==> config.mk <==
export PLATFORM = sky130hd
export DESIGN_NAME = regpair_file
export DESIGN_NICKNAME = d
export VERILOG_FILES = /design/src/rtl/regpair_file.sv
export SDC_FILE = /design/constraint.sdc
export NUM_CORES = 1
export LEC_CHECK = 0
export BUFFER_PORTS_ARGS = -buffer_cell sky130_fd_sc_hd__buf_2
export CORE_UTILIZATION = 50
export CTS_CLUSTER_DIAMETER = 80
export DETAILED_ROUTE_END_ITERATION = 8
export GPL_TIMING_DRIVEN = 0
export PLACE_DENSITY = 0.7
export SYNTH_ARGS = -nofsm -noshare
export SYNTH_HDL_FRONTEND = slang
export SYNTH_SLANG_ARGS = --single-unit
==> constraint.sdc <==
create_clock -name clk -period 4.2 [get_ports clk]
set_input_delay 0.63 -clock clk [delete_from_list [all_inputs] [get_ports clk]]
set_output_delay 0.63 -clock clk [all_outputs]
set_load 0.01 [all_outputs]
==> src/rtl/regpair_file.sv <==
module regpair_file #(
  parameter int DW = 8
) (
  input  logic            clk,
  input  logic            rst_n,
  input  logic [2:0]      rd_sel,
  output logic [2*DW-1:0] rd_data,
  input  logic            wr_en,
  input  logic [2:0]      wr_sel,
  input  logic [2*DW-1:0] wr_data,
  input  logic            ptr_en,
  input  logic [2:0]      ptr_sel,
  output logic [2*DW-1:0] ptr_addr,
  input  logic            add_en,
  input  logic [2:0]      add_sel,
  output logic            flag_n,
  output logic            flag_h,
  output logic            flag_c,
  output logic            illegal_sel
);
  localparam int PW = 2 * DW;
  localparam int HW = PW - 4;

  localparam logic [2:0] SEL_BC = 3'b001;
  localparam logic [2:0] SEL_DE = 3'b011;
  localparam logic [2:0] SEL_HL = 3'b101;
  localparam logic [2:0] SEL_SP = 3'b111;

  logic [DW-1:0] b_q, c_q, d_q, e_q, h_q, l_q;
  logic [PW-1:0] sp_q;
  logic [PW-1:0] bc, de, hl;

  assign bc = {b_q, c_q};
  assign de = {d_q, e_q};
  assign hl = {h_q, l_q};

  function automatic logic [PW-1:0] pick(input logic [2:0] sel,
                                         input logic [PW-1:0] p_bc,
                                         input logic [PW-1:0] p_de,
                                         input logic [PW-1:0] p_hl,
                                         input logic [PW-1:0] p_sp);
    case (sel)
      SEL_BC:  pick = p_bc;
      SEL_DE:  pick = p_de;
      SEL_HL:  pick = p_hl;
      SEL_SP:  pick = p_sp;
      default: pick = '0;
    endcase
  endfunction

  assign rd_data = pick(rd_sel, bc, de, hl, sp_q);

  always_comb begin
    case (ptr_sel)
      SEL_BC:         ptr_addr = bc;
      SEL_DE:         ptr_addr = de;
      SEL_HL, SEL_SP: ptr_addr = hl;
      default:        ptr_addr = '0;
    endcase
  end

  logic wr_ok, ptr_ok, add_ok, bad_sel;
  assign wr_ok   = wr_en  & wr_sel[0];
  assign ptr_ok  = ptr_en & ptr_sel[0];
  assign add_ok  = add_en & add_sel[0];
  assign bad_sel = (wr_en & ~wr_sel[0]) | (ptr_en & ~ptr_sel[0]) | (add_en & ~add_sel[0]);

  logic [PW-1:0] addend;
  logic [PW:0]   sum;
  logic [HW:0]   half_sum;
  assign addend   = pick(add_sel, bc, de, hl, sp_q);
  assign sum      = {1'b0, hl} + {1'b0, addend};
  assign half_sum = {1'b0, hl[HW-1:0]} + {1'b0, addend[HW-1:0]};

  logic [PW-1:0] hl_nx;
  always_comb begin
    hl_nx = hl;
    if (wr_ok && wr_sel == SEL_HL) hl_nx = wr_data;
    if (add_ok)                    hl_nx = sum[PW-1:0];
    if (ptr_ok && ptr_sel == SEL_HL) hl_nx = hl + 1'b1;
    else if (ptr_ok && ptr_sel == SEL_SP) hl_nx = hl - 1'b1;
  end

  always_ff @(posedge clk or negedge rst_n) begin
    if (!rst_n) begin
      b_q <= '0; c_q <= '0; d_q <= '0; e_q <= '0; h_q <= '0; l_q <= '0;
      sp_q <= '0;
      flag_n <= 1'b1;
      flag_h <= 1'b0;
      flag_c <= 1'b0;
      illegal_sel <= 1'b0;
    end else begin
      if (wr_ok && wr_sel == SEL_BC) {b_q, c_q} <= wr_data;
      if (wr_ok && wr_sel == SEL_DE) {d_q, e_q} <= wr_data;
      if (wr_ok && wr_sel == SEL_SP) sp_q <= wr_data;
      {h_q, l_q} <= hl_nx;
      if (add_ok) begin
        flag_n <= 1'b0;
        flag_h <= half_sum[HW];
        flag_c <= sum[PW];
      end
      illegal_sel <= bad_sel;
    end
  end
endmodule

==> results_dict.tcl, run 1 <==
set metrics [dict create \
    seq_power_share_pct 33.2 \
    port_buffers 64 \
    diodes 0 \
    grt_pass1_wl_mm 27.6 \
    seq_area_frac_synth_pct 30.5 \
    place_congestion 0.914 \
    sw_frac_of_total_pct 40.7 \
    clkTransAtPathRegs_ns 0.09 \
    cp-startpoint "add_sel[2]" \
    regArea_sq_mm 0.00170 \
    dp_hpwl_mm 13.4 \
    finClkSkew_ns 0.0132 \
    drtPass1Iterations 5 \
    yosys_warnings 0 \
    dpl_worst_slack_ns -0.374 \
    cts_tree "done" \
    worst_pin_slew_ns 1.31 \
    rrSetupSlack_ns 0.43 \
    yosysMostFrequentCell "dfrtp_1" \
    setup_violations 0 \
    fin_ws_ns 0.195 \
    cts_max_level 3 \
    placed_area_sq_mm 0.00612 \
    internal_power_mw 1.78 \
    synth_area_leaders "dfrtp_1 30%, mux4_2 13%, mux2_2 9.9%" \
    cpMaxStageDelayCell "clkbuf_1" \
    hold_slack_ns 0.137 \
    clk_latency_ns 0.36 \
    cp-end-kind "flop" \
    worstPathCellList "clkbuf_1 -> clkbuf_1 -> mux4_2 -> and2_1 -> ha_1 -> o21ai_0 -> o21ai_0 -> a31oi_1 -> o21bai_2 -> o221ai_2 -> xnor2_1 -> o221a_2" \
    antenna_found_initial 0 \
    cap_violations 0 \
    row_count 38 \
    worstPathMaxFanout 10 \
    yosysTopAreaCell "dfrtp_1" \
    syn_avg_cell_area_sq_um 9.74 \
    cts_root_buf "clkbuf_8" \
    required_ns 4.45 \
    drc 0 \
    dieWidth_microns 108 \
    synth-edff-count 0 \
    wirelength_mm 18.0 \
    power_leakage_nw 2.68 \
    fin_nets 702 \
    fillers 940 \
    ys_ff_latch 68 \
    grt_usage_pct 32.3 \
    drive_gt1_share_pct 27.4 \
    core_sq_mm 0.0109 \
    synth_cell_types 61 \
    synth_area_sq_mm 0.00559 \
    worst_r2r_path_depth 12 \
    power_switching_mw 1.22 \
    synth_common_cells "67 x dfrtp_1, 53 x and2_1, 49 x mux2_2" \
    die_h_microns 108 \
    drtAntennaViolNets 0 \
    post_cts_buffers 0 \
    io_pins 69 \
    grt_max_degree 54 \
    first_iter_violations 347 \
    power_density_mw_per_mm2 475 \
    worst-setup-path-type "in -> reg" \
    path_buf_inv 2 \
    grt_pass1_vias 4870 \
    dieArea_sq_mm 0.0116 \
    wl_per_cell_microns 22.7 \
    comb_power_share_pct 48.1 \
    ys.flop_type "dfrtp_1" \
    cts.sinks 68 \
    min_period_ns 4.01 \
    critPathArrivalTime_ns 4.26 \
    grt.overflow.total 0 \
    postSynthNetCount 626 \
    cts_buffers 9 \
    drv_slew 0 \
    timing.final.crit_share_pct 95.4 \
    rr_startpoint "l_q[0]$_DFFE_PN0P_" \
    synthArstFlopShare_pct 100 \
    slowest_delay_ns 0.59 \
    vias_per_cell 6.54 \
    synth_top_area_share_pct 30.0 \
    multi_input_area_sq_mm 0.00369 \
    final_hold_viol_count 0 \
    outcome "completed" \
    cp_top_family "compound AO/OA/AOI/OAI gates" \
    max_freq_mhz 250 \
    initial_core_util_pct 51.4 \
    peakVddDrop_v 0.000227 \
    rsz0062_at_grt "no" \
    slew_headroom_pct 12.1 \
    hp-class "in -> async" \
    clock_path_buffers 2 \
    startpoint_type "input pin" \
    design_area_sq_mm 0.00631 \
    areaGrowthSynthToFinish_pct 12.8 \
    worst_r2r_endpoint "h_q[6]$_DFFE_PN0P_" \
    clkPwrFrac_pct 18.6 \
    vias 5190 \
    syn_inst 574 \
]
==> how the worst max path moves through the flow <==
stage | to | slack (ns) | depth (start not counted)
finish | h_q[7]$_DFFE_PN0P_ | 0.19 | 12
detailed placement | h_q[6]$_DFFE_PN0P_ | -0.37 | 13
CTS | h_q[6]$_DFFE_PN0P_ | 0.001 | 13
global placement | h_q[6]$_DFFE_PN0P_ | -0.34 | 13
floorplan | h_q[6]$_DFFE_PN0P_ | 0.29 | 13
global route | h_q[7]$_DFFE_PN0P_ | 0.007 | 12
==> routing by layer <==
metal / global-route usage [%] / part of all wire (%) / up-vias
met2: 50.5 / 46 / 303
met4: 12.3 / 3.0 / 0
met3: 5.99 / 8.2 / 46
met1: 44.3 / 43 / 2547
met5: 0 / 0 / -
li1: - / - / 2294
==> layout make-up <==
type                       count  share of cell area, %
sequential                    68                   27.0
tap                          140                   2.78
clock buffer                  11                   2.24
timing repair buffer          65                   5.55
multi-input combinational    459                   58.5
buffer                        41                   2.76
clock inverter                 4                  0.793
inverter                       6                  0.357
==> cell families (layout without fill, tap and decap cells) <==
group / after synthesis / in the layout / share of synthesized area [%]
adders and majority gates: 19 / 19 / 4.39
DFF: 68 / 68 / 30.5
buffers and inverters: 47 / 127 / 3.49
and+or+nand+nor: 194 / 194 / 18.1
xor gates and xnor gates: 17 / 17 / 2.66
muxes: 98 / 98 / 25.8
AOI/OAI and AO/OA: 131 / 131 / 15.1
==> repair_timing <==
action | in CTS | in global routing
gates resized for setup | 0 | 2
setup endpoints to repair | 0 | 1
hold buffers | 0 | 0
==> metrics by stage <==
| stage | cells | setup TNS (ns) | utilization, % | total power, mW |
|---|---|---|---|---|
| 6_report | 794 | 0 | 58.0 | 3.00 |
| 5_1_grt | 794 | 0 | 58.0 | 3.17 |
| 4_1_cts | 794 | 0 | 57.9 | 2.97 |
| 3_5_place_dp | 779 | -0.766 | 56.2 | 2.41 |
| 3_3_place_gp | 778 | -0.523 | 55.9 | 2.35 |
| 2_1_floorplan | 574 | 0 | - | 1.99 |
==> power by group through the flow <==
stage	clock, mW	sequential, mW	combinational, mW
3_5_place_dp	0	0.999	1.41
3_3_place_gp	0	0.985	1.37
2_1_floorplan	0	0.945	1.05
6_report	0.559	0.995	1.44
4_1_cts	0.565	0.986	1.42
5_1_grt	0.593	1.01	1.56
==> sequential cells by signal, summed over array words and instances (netlist names) <==
signal / cells
h_q: 8
d_q: 8
b_q: 8
flag_h: 1
flag_c: 1
e_q: 8
illegal_sel: 1
flag_n: 1
l_q: 8
c_q: 8
sp_q: 16
==> cell usage in the layout, fill, tap and decap left out, drive strengths merged, types with 3 or more instances in the layout <==
cell and n:
a211oi 7, a21o 4, a21oi 24, a31oi 6, and2 53, and3 6, buf 76, clkbuf 41
dfrtp 67, ha 18, inv 6, mux2 49, mux2i 17, mux4 32, nand2 46, nand2b 3
nand3 18, nand4 3, nor2 31, nor2b 3, nor3 14, nor4 5, o211ai 4, o21a 7
o21ai 42, o221ai 4, o22ai 8, o31ai 4, or3 3, xnor2 7, xor2 10
Note: power is estimated with default switching activity, not from simulation.
==> run 2: changes to the inputs <==
--- a/config.mk
+++ b/config.mk
@@ -5,12 +5,13 @@
 export SDC_FILE = /design/constraint.sdc
 export NUM_CORES = 1
 export LEC_CHECK = 0
+export ABC_CLOCK_PERIOD_IN_PS = 4770
 export BUFFER_PORTS_ARGS = -buffer_cell sky130_fd_sc_hd__buf_2
-export CORE_UTILIZATION = 50
+export CORE_UTILIZATION = 64
 export CTS_CLUSTER_DIAMETER = 80
 export DETAILED_ROUTE_END_ITERATION = 8
 export GPL_TIMING_DRIVEN = 0
-export PLACE_DENSITY = 0.7
+export PLACE_DENSITY = 0.87
 export SYNTH_ARGS = -nofsm -noshare
 export SYNTH_HDL_FRONTEND = slang
 export SYNTH_SLANG_ARGS = --single-unit
==> constraint.sdc (replaced) <==
create_clock -name clk -period 4.77 [get_ports clk]
set_input_delay 0.7155 -clock clk [delete_from_list [all_inputs] [get_ports clk]]
set_output_delay 0.7155 -clock clk [all_outputs]
set_load 0.01 [all_outputs]
==> run 2 against run 1 <==
  * Global-route usage is 11 points higher
  * Core utilization rose by 17 points
  * Via count increased by 5.1%
  * Worst hold slack better by 0.33 ns
  * Critical path depth is 1 higher
  * Sequential share of layout area grew 0.11 points
  * Clock skew shrank 0.0018 ns
  * Critical endpoint is now h_q[6]$_DFFE_PN0P_
  * Largest power group unchanged
==> results_dict.tcl, run 2 (synthesis gave the netlist of run 1 again) <==
set metrics [dict create \
    slew_headroom_pct 21.6 \
    power_leakage_nw 2.68 \
    first_iter_violations 759 \
    critPathArrivalTime_ns 4.61 \
    cp-end-kind "flop" \
    worstPathMaxFanout 10 \
    design_area_sq_mm 0.00628 \
    seq_power_share_pct 32.0 \
    cts_buffers 9 \
    antenna_found_initial 0 \
    power.total_mw 2.79 \
    cts_tree "done" \
    diodes 0 \
    io_pins 69 \
    drive_gt1_share_pct 27.3 \
    clk_latency_ns 0.36 \
    grt_pass1_vias 5214 \
    cts_root_buf "clkbuf_8" \
    vias_per_cell 7.20 \
    row_count 33 \
    power_density_mw_per_mm2 444 \
    peakVddDrop_v 0.000314 \
    clock_path_buffers 2 \
    areaGrowthSynthToFinish_pct 12.4 \
    worst_r2r_endpoint "h_q[6]$_DFFE_PN0P_" \
    dieArea_sq_mm 0.00911 \
    fillers 585 \
    cts_max_level 3 \
    rr_startpoint "l_q[0]$_DFFE_PN0P_" \
    power_switching_mw 1.13 \
    grt_max_degree 69 \
    max_freq_mhz 229 \
    fin_util_pct 75.3 \
    wl_per_cell_microns 24.9 \
    cap_violations 0 \
    startpoint_type "input pin" \
    required_ns 5.00 \
    largest_register_ffs 16 \
    grt.overflow.total 0 \
    grt_usage_pct 43.4 \
    final_cell_mix "72 x buf_2, 67 x dfrtp_1, 53 x and2_1" \
    fin_setup_tns_ns 0 \
    vias 5455 \
    internal_power_mw 1.65 \
    clkTransAtPathRegs_ns 0.08 \
    drc 0 \
    die_h_microns 95.5 \
    port_buffers 64 \
    worst_pin_slew_ns 1.17 \
    comb_power_share_pct 46.3 \
    grt_pass1_wl_mm 28.5 \
    final_common_cell "buf_2" \
    drv_slew 0 \
    core_sq_mm 0.00834 \
    rsz0062_at_grt "no" \
    drtPass1Iterations 5 \
    place_congestion 0.961 \
    timing.final.crit_share_pct 91.7 \
    initial_core_util_pct 67.0 \
    cts_hold_buffers 0 \
    fin_nets 701 \
    sw_frac_of_total_pct 40.7 \
    largest-register "sp_q" \
    cp-startpoint "add_sel[1]" \
    outcome "completed" \
    finClkSkew_ns 0.0114 \
    wirelength_mm 18.8 \
    cts_resized 0 \
    min_period_ns 4.37 \
    post_cts_buffers 0 \
    dp_hpwl_mm 13.3 \
    hold_slack_ns 0.469 \
    rrSetupSlack_ns 0.91 \
    worst_r2r_path_depth 12 \
    dieWidth_microns 95.5 \
    setup_violations 0 \
    worst-setup-path-type "in -> reg" \
    drtAntennaViolNets 0 \
    placed_area_sq_mm 0.00605 \
    cts.sinks 68 \
    final_hold_viol_count 0 \
    hp-class "in -> async" \
    clkPwrFrac_pct 21.7 \
]
-- run 2: changes by cell type in the layout (fill, tap and decap cells not counted), sizes merged --
cell    delta
clkbuf     -2
bufinv     +2
buf        -1
-- run 2: how the worst max path moves through the flow --
stage,end,slack [ns],cells after the start
2_1_floorplan,h_q[6]$_DFFE_PN0P_,0.77,13
3_3_place_gp,h_q[6]$_DFFE_PN0P_,0.14,13
3_5_place_dp,h_q[6]$_DFFE_PN0P_,0.10,13
4_1_cts,h_q[6]$_DFFE_PN0P_,0.44,13
5_1_grt,h_q[6]$_DFFE_PN0P_,0.27,13
6_report,h_q[6]$_DFFE_PN0P_,0.40,13
-- run 2: through the flow --
stage | instances | worst slack [ns]
CTS | 758 | 0.436
detailed placement | 743 | 0.102
global route | 758 | 0.265
global placement | 743 | 0.142
floorplan | 574 | 0.770
finish | 758 | 0.395
-- run 2: per-layer routing --
layer	GRT usage [%]	vias up	wire length [microns]
li1	-	2298	-
met5	0	-	0
met2	69.9	458	8790
met3	12.6	88	2380
met1	55.6	2611	6860
met4	16.3	0	816
-- run 2: layout make-up --
class                      instances  area [sq um]  share of cell area (%)
buffer                            41           173                    2.75
clock buffer                       9           124                    1.97
clock inverter                     6           114                    1.81
inverter                           6          22.5                   0.358
multi-input combinational        459          3690                    58.8
sequential                        68          1700                    27.1
tap                              105           131                    2.09
timing repair buffer              64           323                    5.14
-- run 2: critical path, stage by stage --
cell and delay (ns):
clkbuf_1 0.52, buf_2 0.47, mux4_2 0.39, and2_1 0.19, ha_1 0.22, fa_1 0.44
a211oi_2 0.28, o21ai_1 0.17, nor4b_1 0.19, o31a_1 0.30, or4_1 0.42, a21oi_1 0.20
o31ai_1 0.08
-- run 2: power groups by stage --
| stage | logic (mW) | clock network (mW) | registers, mW |
|---|---|---|---|
| after detailed placement | 1.24 | 0 | 0.884 |
| after floorplan | 0.922 | 0 | 0.832 |
| after global routing | 1.38 | 0.623 | 0.904 |
| after global placement | 1.20 | 0 | 0.864 |
| after CTS | 1.26 | 0.599 | 0.879 |
| final | 1.29 | 0.605 | 0.892 |
==> run 3: changes to the inputs <==
--- a/config.mk
+++ b/config.mk
@@ -11,7 +11,7 @@
 export CTS_CLUSTER_DIAMETER = 80
 export DETAILED_ROUTE_END_ITERATION = 8
 export GPL_TIMING_DRIVEN = 0
-export PLACE_DENSITY = 0.87
+export PLACE_DENSITY = 0.93
 export SYNTH_ARGS = -nofsm -noshare
 export SYNTH_HDL_FRONTEND = slang
 export SYNTH_SLANG_ARGS = --single-unit
==> run 3 against run 2 <==
  * Wire length grew 1.2%
  * Worst hold slack gained 0.0076 ns
  * Via count grew 4.4%
  * Clock skew fell by 0.0030 ns
  * Clock-buffer cell count rose by 2
  * Combinational power hardly changed
  * Sequential share of layout area about the same
  * Critical path depth unchanged
  * Non-clock buffer count did not move
  * Global-route usage rose by 1.0 points
  * Worst setup slack improved by 0.13 ns
  * Critical path type unchanged
  * Largest cell class unchanged
  * Highest routed layer unchanged
==> results_dict.tcl, run 3 (synthesis gave the netlist of run 1 again) <==
set metrics [dict create \
    setup_violations 0 \
    sw_frac_of_total_pct 41.1 \
    die_h_microns 95.5 \
    cp-startpoint "add_sel[1]" \
    seq_power_share_pct 31.9 \
    cts_buffers 9 \
    hold_slack_ns 0.477 \
    rsz0062_at_grt "no" \
    power_switching_mw 1.14 \
    slowest_delay_ns 0.47 \
    grt_pass1_vias 5516 \
    dieWidth_microns 95.5 \
    wirelength_mm 19.1 \
    finClkSkew_ns 0.00846 \
    clk_latency_ns 0.35 \
    worst_pin_slew_ns 1.24 \
    cts_max_level 3 \
    drtAntennaViolNets 0 \
    first_iter_violations 1043 \
    port_buffers 64 \
    final_cell_mix "72 x buf_2, 67 x dfrtp_1, 53 x and2_1" \
    largest_register_ffs 16 \
    power_leakage_nw 2.68 \
    comb_power_share_pct 47.2 \
    peakVddDrop_v 0.000304 \
    worstSetupEndpoint "h_q[6]$_DFFE_PN0P_" \
    internal_power_mw 1.63 \
    fin_setup_tns_ns 0 \
    hp-class "in -> async" \
    drv_slew 0 \
    dp_hpwl_mm 13.1 \
    areaGrowthSynthToFinish_pct 12.3 \
    cts_root_buf "clkbuf_8" \
    startpoint_type "input pin" \
    rrSetupSlack_ns 0.98 \
    post_cts_buffers 0 \
    grt_pass1_wl_mm 29.6 \
    cts.sinks 68 \
    cts_hold_buffers 0 \
    worstPathMaxFanout 10 \
    core_sq_mm 0.00834 \
    timing.final.crit_share_pct 88.9 \
    worstPathCellList "clkbuf_1 -> buf_2 -> mux4_2 -> and2_1 -> ha_1 -> fa_1 -> a211oi_2 -> o21ai_1 -> nor4b_1 -> o31a_1 -> or4_1 -> a21oi_1 -> o31ai_1" \
    grt_max_degree 69 \
    cp-end-kind "flop" \
    clock_path_buffers 2 \
    power_density_mw_per_mm2 442 \
    initial_core_util_pct 67.0 \
    fin_nets 701 \
    dieArea_sq_mm 0.00911 \
    rr_startpoint "l_q[0]$_DFFE_PN0P_" \
    final_common_cell "buf_2" \
    grt_usage_pct 44.4 \
    worst-setup-path-type "in -> reg" \
    min_period_ns 4.24 \
    diodes 0 \
    cpMaxStageDelayCell "clkbuf_1" \
    vias_per_cell 7.50 \
    critPathArrivalTime_ns 4.47 \
    required_ns 5.00 \
    place_congestion 1.04 \
    cap_violations 0 \
    cts_tree "done" \
    io_pins 69 \
    max_freq_mhz 236 \
    cts_resized 0 \
    worst_r2r_endpoint "h_q[6]$_DFFE_PN0P_" \
    largest-register "sp_q" \
    row_count 33 \
    slew_headroom_pct 17.0 \
    drtPass1Iterations 7 \
    grt.overflow.total 0 \
    drive_gt1_share_pct 27.4 \
    clkPwrFrac_pct 20.9 \
    clkTransAtPathRegs_ns 0.08 \
    vias 5694 \
    drc 0 \
    final_hold_viol_count 0 \
    outcome "completed" \
    worst_r2r_path_depth 12 \
    wl_per_cell_microns 25.1 \
    antenna_found_initial 0 \
]
[run 3: cell count changes in the layout (fill, tap and decap cells not counted), sizes merged]
cell,delta
clkbuf,+2
bufinv,-1
[run 3: metrics by stage]
step	std cells	setup slack, ns	cell area [sq um]	power (mW)	util, %
floorplan	574	0.770	5590	1.75	-
global placement	743	0.219	6040	2.04	72.5
detailed placement	743	0.210	6050	2.12	72.5
CTS	759	0.537	6280	2.71	75.3
global route	759	0.273	6280	2.89	75.3
finish	759	0.528	6280	2.77	75.3
[run 3: layer usage]
layer / GRT usage [%] / part of all wire (%) / vias up
li1: - / - / 2305
met1: 55.9 / 33 / 2600
met3: 12.2 / 14 / 161
met5: 0 / 0 / -
met4: 28.6 / 7.9 / 0
met2: 67.4 / 45 / 628
[run 3: worst min path at each step]
stage,from,endpoint,slack [ns],cells past startpoint
2_1_floorplan,rst_n,b_q[0]$_DFFE_PN0P_,0.42,0
3_3_place_gp,flag_h$_DFFE_PN0P_,flag_h$_DFFE_PN0P_,0.46,2
3_5_place_dp,flag_h$_DFFE_PN0P_,flag_h$_DFFE_PN0P_,0.47,2
4_1_cts,flag_h$_DFFE_PN0P_,flag_h$_DFFE_PN0P_,0.48,2
5_1_grt,flag_n$_DFFE_PN1P_,flag_n$_DFFE_PN1P_,0.50,1
6_report,rst_n,e_q[2]$_DFFE_PN0P_,0.48,1
[run 3: layout make-up]
cell class | instances | area [sq um]
clock inverters | 5 | 83.8
well taps | 105 | 131
fillers | 526 | 2060
plain buffers | 41 | 173
multi-input cells | 459 | 3690
inverters | 6 | 22.5
clock buffers | 11 | 151
flip-flops and latches | 68 | 1700
repair buffers | 64 | 323
[run 3: critical path, delay by kind of cell]
family,cells,cell delay [ns]
fa+ha+maj,2,0.69
simple gates,3,0.77
buf+inv,2,0.93
compound gates,5,0.97
mux,1,0.38
[run 3: power by group through the flow]
stage	combinational (mW)	sequential (mW)	clock, mW
2_1_floorplan	0.922	0.832	0
3_3_place_gp	1.18	0.860	0
3_5_place_dp	1.24	0.881	0
4_1_cts	1.27	0.874	0.570
5_1_grt	1.40	0.899	0.589
6_report	1.31	0.886	0.580
